===== config.mk =====
export PLATFORM = sky130hd
export DESIGN_NAME = rv_int_alu
export DESIGN_NICKNAME = d
export VERILOG_FILES = /design/src/rtl/rv_int_alu_pkg.sv /design/src/rtl/alu_addsub.sv /design/src/rtl/alu_compare.sv /design/src/rtl/alu_shifter.sv /design/src/rtl/alu_logic.sv /design/src/rtl/rv_int_alu.sv
export SDC_FILE = /design/constraint.sdc
export NUM_CORES = 1
export LEC_CHECK = 0
export BUFFER_PORTS_ARGS = -buffer_cell sky130_fd_sc_hd__buf_2
export CORE_MARGIN = 2
export CORE_UTILIZATION = 25
export DETAILED_ROUTE_END_ITERATION = 10
export PLACE_DENSITY_LB_ADDON = 0.3
export SETUP_SLACK_MARGIN = 0.15
export SYNTH_ARGS = -nofsm -noshare
export SYNTH_HDL_FRONTEND = slang
export SYNTH_HIERARCHICAL = 1
export SYNTH_SLANG_ARGS = --single-unit
export TNS_END_PERCENT = 50

===== constraint.sdc =====
create_clock -name vclk -period 4.3
set_clock_uncertainty 0.15 [all_clocks]
set_input_delay 0.215 -clock vclk [all_inputs]
set_output_delay 0.215 -clock vclk [all_outputs]
set_load 0.03 [all_outputs]

===== src/rtl/rv_int_alu_pkg.sv =====
package rv_int_alu_pkg;

   typedef enum logic [2:0] {
      OP_ADD  = 3'd0,
      OP_SLL  = 3'd1,
      OP_SLT  = 3'd2,
      OP_SLTU = 3'd3,
      OP_XOR  = 3'd4,
      OP_SR   = 3'd5,
      OP_OR   = 3'd6,
      OP_AND  = 3'd7
   } alu_op_e;

   typedef enum int {
      SHIFT_STAGED   = 0,
      SHIFT_OPERATOR = 1
   } shift_impl_e;

endpackage


===== src/rtl/alu_addsub.sv =====
module alu_addsub #(
   parameter int XLEN = 32
) (
   input  logic [XLEN-1:0] lhs,
   input  logic [XLEN-1:0] rhs,
   input  logic            sub_en,
   output logic [XLEN-1:0] sum
);
   logic [XLEN-1:0] rhs_eff;
   logic [XLEN-1:0] cin_vec;

   assign rhs_eff = rhs ^ {XLEN{sub_en}};
   assign cin_vec = {{(XLEN-1){1'b0}}, sub_en};
   assign sum     = lhs + rhs_eff + cin_vec;

   always_comb begin
      if (!sub_en && rhs == '0)
         AST_ADD_IDENTITY: assert (sum == lhs) else $error("add of zero changed operand");
   end
endmodule


===== src/rtl/alu_compare.sv =====
module alu_compare #(
   parameter int XLEN = 32
) (
   input  logic [XLEN-1:0] lhs,
   input  logic [XLEN-1:0] rhs,
   output logic            lt_signed,
   output logic            lt_unsigned
);
   localparam int MSB = XLEN - 1;

   logic [XLEN:0] diff;

   assign diff        = {1'b0, lhs} - {1'b0, rhs};
   assign lt_unsigned = diff[XLEN];
   assign lt_signed   = (lhs[MSB] ^ rhs[MSB]) ? lhs[MSB] : diff[MSB];

   always_comb begin
      if (lhs == rhs)
         AST_EQ_NOT_LESS: assert (!lt_signed && !lt_unsigned) else $error("equal operands compared less");
   end
endmodule


===== src/rtl/alu_shifter.sv =====
module alu_shifter
   import rv_int_alu_pkg::*;
#(
   parameter int          XLEN       = 32,
   parameter shift_impl_e SHIFT_IMPL = SHIFT_STAGED,
   localparam int         SHAMT_W    = $clog2(XLEN)
) (
   input  logic [XLEN-1:0]    din,
   input  logic [SHAMT_W-1:0] shamt,
   input  logic               go_left,
   input  logic               arith,
   output logic [XLEN-1:0]    dout
);
   localparam int MSB = XLEN - 1;

   logic fill;
   assign fill = arith & ~go_left & din[MSB];

   function automatic logic [XLEN-1:0] bit_rev(input logic [XLEN-1:0] v);
      logic [XLEN-1:0] r;
      for (int i = 0; i < XLEN; i++) r[i] = v[MSB-i];
      return r;
   endfunction

   generate
      if (SHIFT_IMPL == SHIFT_STAGED) begin : g_staged
         logic [SHAMT_W:0][XLEN-1:0] stg;
         assign stg[0] = go_left ? bit_rev(din) : din;
         for (genvar s = 0; s < SHAMT_W; s++) begin : g_stage
            localparam int STEP = 2 ** s;
            assign stg[s+1] = shamt[s] ? {{STEP{fill}}, stg[s][XLEN-1:STEP]} : stg[s];
         end
         assign dout = go_left ? bit_rev(stg[SHAMT_W]) : stg[SHAMT_W];
      end else begin : g_operator
         logic [XLEN:0] ext_r;
         assign ext_r = $signed({fill, din}) >>> shamt;
         assign dout  = go_left ? (din << shamt) : ext_r[XLEN-1:0];
      end
   endgenerate

   always_comb begin
      if (shamt == '0)
         AST_ZERO_SHIFT: assert (dout == din) else $error("shift by zero altered data");
      if (!go_left && arith && din[MSB])
         AST_SIGN_FILL: assert (dout[MSB]) else $error("arithmetic shift lost sign");
   end
endmodule


===== src/rtl/alu_logic.sv =====
module alu_logic
   import rv_int_alu_pkg::*;
#(
   parameter int XLEN = 32
) (
   input  logic [XLEN-1:0] lhs,
   input  logic [XLEN-1:0] rhs,
   input  alu_op_e         op,
   output logic [XLEN-1:0] dout
);
   always_comb begin
      unique case (op)
         OP_XOR:  dout = lhs ^ rhs;
         OP_OR:   dout = lhs | rhs;
         default: dout = lhs & rhs;
      endcase
   end

   always_comb begin
      if (op == OP_OR)
         AST_OR_COVERS: assert ((dout & lhs) == lhs) else $error("or result drops bits");
   end
endmodule


===== src/rtl/rv_int_alu.sv =====
module rv_int_alu
   import rv_int_alu_pkg::*;
#(
   parameter int          XLEN       = 32,
   parameter int          REG_IDX_W  = 5,
   parameter shift_impl_e SHIFT_IMPL = SHIFT_STAGED,
   localparam int         SHAMT_W    = $clog2(XLEN)
) (
   input  logic [XLEN-1:0]      opnd_a,
   input  logic [XLEN-1:0]      opnd_b,
   input  logic [2:0]           op_sel,
   input  logic                 alt_sel,
   input  logic                 use_imm,
   input  logic [REG_IDX_W-1:0] dest_idx,
   output logic [XLEN-1:0]      result,
   output logic                 wr_en
);
   generate
      if (XLEN < 2 || (XLEN & (XLEN - 1)) != 0) begin : g_bad_xlen
         $error("XLEN must be a power of two of at least 2");
      end
      if (REG_IDX_W < 1) begin : g_bad_idx
         $error("REG_IDX_W must be at least 1");
      end
   endgenerate

   alu_op_e op;
   logic    do_sub;
   logic [XLEN-1:0] sum_w, shift_w, logic_w;
   logic    lt_s, lt_u;

   assign op     = alu_op_e'(op_sel);
   assign do_sub = (op == OP_ADD) & alt_sel & ~use_imm;

   alu_addsub #(.XLEN(XLEN)) i_addsub (
      .lhs(opnd_a), .rhs(opnd_b), .sub_en(do_sub), .sum(sum_w)
   );

   alu_compare #(.XLEN(XLEN)) i_compare (
      .lhs(opnd_a), .rhs(opnd_b), .lt_signed(lt_s), .lt_unsigned(lt_u)
   );

   alu_shifter #(.XLEN(XLEN), .SHIFT_IMPL(SHIFT_IMPL)) i_shifter (
      .din(opnd_a), .shamt(opnd_b[SHAMT_W-1:0]),
      .go_left(op == OP_SLL), .arith(alt_sel), .dout(shift_w)
   );

   alu_logic #(.XLEN(XLEN)) i_logic (
      .lhs(opnd_a), .rhs(opnd_b), .op(op), .dout(logic_w)
   );

   always_comb begin
      unique case (op)
         OP_ADD:         result = sum_w;
         OP_SLL, OP_SR:  result = shift_w;
         OP_SLT:         result = {{(XLEN-1){1'b0}}, lt_s};
         OP_SLTU:        result = {{(XLEN-1){1'b0}}, lt_u};
         default:        result = logic_w;
      endcase
   end

   assign wr_en = |dest_idx;

   always_comb begin
      if (op == OP_SLT || op == OP_SLTU)
         AST_SLT_ZERO_EXT: assert (result[XLEN-1:1] == '0) else $error("compare result not zero-extended");
      if (dest_idx == '0)
         AST_NO_X0_WRITE: assert (!wr_en) else $error("write to register zero");
      if (op == OP_ADD && use_imm)
         AST_IMM_NO_SUB: assert (result == opnd_a + opnd_b) else $error("immediate add subtracted");
      if (op == OP_SR && opnd_b[SHAMT_W-1:0] != '0 && !alt_sel)
         AST_SRL_ZERO_FILL: assert (!result[XLEN-1]) else $error("logical shift filled ones");
   end
endmodule


After elaboration in Yosys (flattened, before gate mapping). Index checks and enable logic that the tools add are counted. W data, S select, Z words.

Register bits: 0. Input bits: 74. Output and inout bits: 33. Word-level logic and storage cells: 33.

$add $sub $neg: 3. Equality and inequality tests: 6. Mux-type cells: 10. Bitwise operators: 11. Reduce and logical (&&, ||, !) cells: 3.

Operator list (count): $mux W32 (7); $pmux W32 S4 (1); $pmux W32 S2 (1); $xor A32 B32 Y32 (2); $sub A32 B32 Y33 (1); $add A32 B1 Y32 (1); $add A32 B32 Y32 (1); $and A32 B32 Y32 (1); $or A32 B32 Y32 (1); $eq A3 B3 Y1 const B (3); $eq A3 B2 Y1 const B (2); $reduce_or A5 Y1 (1); $and A1 B1 Y1 (4); $eq A3 B1 Y1 const B (1); $logic_not A3 Y1 (1); $not A1 Y1 (2); $reduce_or A2 Y1 (1); $mux W1 (1); $xor A1 B1 Y1 (1).

Logic depth before layout (Yosys ltp).
Depth in word-level cells: 11. Depth in mapped cells: 18. Mapped depth without buffers: 14.

By module. Netlist, hierarchy kept.

By module, submodules not included: alu_shifter (instances 1, cells each 461, area an instance 3594.7 µm², seq. area each 0.0 µm²); alu_addsub (instances 1, cells each 297, area an instance 2149.6 µm², seq. area each 0.0 µm²); alu_logic (instances 1, cells each 270, area an instance 1736.7 µm², seq. area each 0.0 µm²); alu_compare (instances 1, cells each 108, area an instance 813.3 µm², seq. area each 0.0 µm²); rv_int_alu (instances 1, cells each 92, area an instance 743.2 µm², seq. area each 0.0 µm²).

Worst setup path after synthesis. OpenSTA, ideal clock, no wires.

Path type: input -> output. Start point: input port op_sel[0]. End point: output port result[26]. Arrival time: 3.908 ns. Data required time: 3.935 ns. Setup slack: 0.027 ns. Cell stages on the path: 18. Buffers on the path: 5. Cells stage by stage: buf_2 -> nor2_2 -> buf_2 -> and3_1 -> buf_6 -> clkbuf_1 -> xor2_1 -> ha_1 -> buf_2 -> nand2_1 -> and3_1 -> or4b_4 -> a21oi_2 -> and2b_1 -> nor2_1 -> a311oi_2 -> a22oi_1 -> o2bb2ai_1.

Elaborated cells on any way between the ends: 25. Classes of those cells: add/sub (2); eq/ne (6); mux (9); bitwise (6); reduce/logical (2).

RTL lines: from (decl) (RTL line rv_int_alu.sv:11) `input logic [2:0] op_sel,`; $logic_not A3 Y1 (*) (RTL line rv_int_alu.sv:33) `assign do_sub = (op == OP_ADD) & alt_sel & ~use_imm;`; $and A1 B1 Y1 (*) (2 in a row) (RTL line rv_int_alu.sv:33); net do_sub (RTL line rv_int_alu.sv:28) `logic do_sub;`; $xor A32 B32 Y32 (RTL line alu_addsub.sv:12) `assign rhs_eff = rhs ^ {XLEN{sub_en}};`; $add A32 B32 Y32 (RTL line alu_addsub.sv:14) `assign sum = lhs + rhs_eff + cin_vec;`; $add A32 B1 Y32 (*) (RTL line alu_addsub.sv:14); net sum_w[26] (RTL line rv_int_alu.sv:29) `logic [XLEN-1:0] sum_w, shift_w, logic_w;`; $pmux W32 S4 (*) (RTL line rv_int_alu.sv:53) `unique case (op)`; to (decl) (RTL line rv_int_alu.sv:15) `output logic [XLEN-1:0] result,`.

The timed path passes the listed nets; every way through them passes the cells marked *.

Worst setup path after layout.
Start point: input port op_sel[0]. End point: output port result[24].

Same word-level chain as after synthesis.

==> summary.md <==
| Metric | Value |
|---|---|
| Status | finished, final reports clean |
| Leakage power | 4.77 nW |
| Max frequency | 0.254 GHz |
| Worst path slowest cell | o21ai_0 |
| Vias in the first global route | 9514 |
| Drc violations | 0 |
| Pin count of the biggest net entering global routing | 91 |
| Antenna violations before repair | 0 |
| Fillers | 3935 |
| Antenna Diode Count | 0 |
| Class of the worst hold path | input pin to output pin |
| CP Cell Sequence | buf_2, nor2_2, and3_4, buf_12, buf_4, xor2_1, ha_1, a21o_1, a31o_2, nand3_1, o211ai_1, o21ai_0, nand2_1, xor2_1, a22oi_1, o2bb2ai_1, buf_2 |
| Final HPWL DP | 32200 um |
| DP Worst Slack | 0.193 ns |
| Power density over cell area | 145 mW/mm^2 |
| RSZ-0062 raised after global routing | no |
| FP Rows | 69 |
| Worst hold start | dest_idx[4] |
| Cells after synthesis | 1228 |
| Yosys cell types | 87 |
| Final-report max-slew violation count | 0 |
| Ratio of final minimum period to clock period | 91.6% |
| Worst Path Max Fanout | 8 |
| Most numerous cell in the Yosys netlist | nand2_1 |
| Number of port buffers | 107 |
| Vias | 10000 |
| Final setup margin | 0.359 ns |
| CP Launch Point | op_sel[0] |
| CP Data Required Time | 3.93 ns |
| Post-DRT Antenna Nets | 0 |
| Ys Warns | 6 |
| CTS Hold Buffers Added | 0 |
| Die area | 0.0377 mm^2 |
| Routed vias/inst | 5.67 |
| Synth top cells by count | nand2_1 (135), ha_1 (128), inv_1 (116) |
| Total stage count of the critical path | 17 |
| Initial core utilization | 25.4% |
| Setup TNS | 0 ns |
| Die Span X | 194 um |
| Area leader, netlist | ha_1 |
| Arr. time, crit path | 3.58 ns |
| Worst-Margin Slew | 0.980 ns |
| Crit-path leading delay family | compound AO/OA/AOI/OAI gates |
| Layout cells sized above 1 | 22.1% |
| CP peak stage delay | 0.56 ns |
| Tot GR Track Use | 20.5% |
| Tmin final | 3.94 ns |
| # clk buffers | 0 |
| Sequential cell count | 0 |
| Area taken by flip-flops and latches | 0 um^2 |
| Avg WL per Cell | 23.0 um |
| Setup violations, final | 0 |
| Die Ht | 194 um |
| Global-route wire length before repair | 60700 um |
| Nets | 1512 |
| Setup crit end kind | output pin |
| Slew HR | 34.7% |
| Syn avg cell area | 7.36 um^2 |
| Area contributors post-synth | ha_1 (18%), mux4_2 (8.5%), mux2_2 (6.1%), nand2_1 (5.6%), inv_1 (4.8%) |
| Iter 0 DRT Violations | 848 |
| WHS Path Cells | 4 |
| Final-report hold violation count | 0 |
| CP endpoint | result[24] |
| Grt ovf | 0 |
| Final wirelength | 40700 um |
| Worst path bufs/invs | 4 |
| Mapped cell area | 0.00904 mm^2 |
| First-pass DRT Iterations | 5 |
| Core Region | 0.0356 mm^2 |
| WS Path Type | input pin to output pin |
| MaxCap Viol Count | 0 |
| Sequential share of the synthesized area | 0% |
| Multi-input logic area | 0.00815 mm^2 |
| Max IR drop VDD | 0.0696 mV |
| Gpl congestion | 1.00 |
| Synthesized net count | 1432 |
| IO Count | 107 |
| Top-area cell type share of the netlist area | 17.7% |
| Layout area overhead | 13.4% |
| Startpoint types | input pin |
## through the flow
step / total power (W) / std cells / util (%) / instance area (um^2) / hold slack [ns]
after global placement: 0.00146 / 1759 / 28.6 / 10200 / 0.601
after detailed placement: 0.00146 / 1759 / 28.6 / 10200 / 0.605
after floorplan: 0.000962 / 1228 / - / 9060 / 0.509
after global routing: 0.00160 / 1767 / 28.8 / 10200 / 0.656
final: 0.00149 / 1767 / 28.8 / 10200 / 0.603
after CTS: 0.00146 / 1759 / 28.6 / 10200 / 0.604
## logic make-up (layout without fill, tap and decap cells)
group | count (synthesis) | after routing | share of synthesized area, %
buffers and inverters | 205 | 283 | 10.2
XOR/XNOR | 62 | 62 | 6.01
AO/OA/AOI/OAI | 381 | 381 | 29.6
AND/OR/NAND/NOR | 327 | 327 | 16.9
multiplexers | 123 | 123 | 19.1
adder cells (fa/ha/maj) | 130 | 130 | 18.2
## area by class of cell
type,count,share of cell area (%)
multi-input cells,1023,79.6
well taps,461,5.63
inverters,119,4.36
repair buffers,164,10.4
## per-layer routing
metal	wire, um	global-route usage [%]	vias up
met5	0	0	-
met4	1580	7.32	0
met3	2140	1.13	72
met2	19600	35.3	418
met1	17400	27.1	4859
li1	-	-	4670
## timing repair
item | in CTS | in global routing
hold endpoints to repair | 0 | 0
setup buffers | 0 | 8
endpoints found under the setup margin | 0 | 12
resized for setup | 0 | 2
## tightest hold or removal path, delay by kind of cell
family | cells | cell delay [ns]
buffers and inverters | 2 | 0.25
and+or+nand+nor | 2 | 0.07
## placed cells by master (no fill, tap or decap), types with 5 or more instances in the layout
master	instances
a211oi_1	10
buf_4	51
a31oi_1	13
nand4_1	20
xor2_1	42
nor2_1	72
nor3_1	15
buf_12	8
buf_2	105
a22oi_1	32
o211ai_1	9
mux2i_1	37
ha_1	128
a221oi_1	5
or2_2	7
nand2b_1	9
and3_1	6
o22ai_1	18
nor2b_1	10
o2bb2ai_2	9
and2_1	7
mux2_2	49
o2bb2ai_1	22
nand3_1	19
o21ai_0	59
mux4_2	34
o31ai_1	7
inv_1	116
xnor2_1	20
o21ai_1	36
a211o_1	7
nand2_1	135
o21bai_1	8
o21a_1	6
a21oi_1	62
a21o_1	21
## power breakdown
group	internal, W	leakage, nW	switching, W
Sequential	0	0	0
Clock	0	0	0
Combinational	0.000556	4.77	0.000931
## worst min-delay path by stage
stage	slack [ns]	to
2_1_floorplan	0.51	wr_en
3_3_place_gp	0.60	wr_en
3_5_place_dp	0.61	wr_en
4_1_cts	0.60	wr_en
5_1_grt	0.66	wr_en
6_report	0.60	wr_en
(Power assumes the default switching activity.)
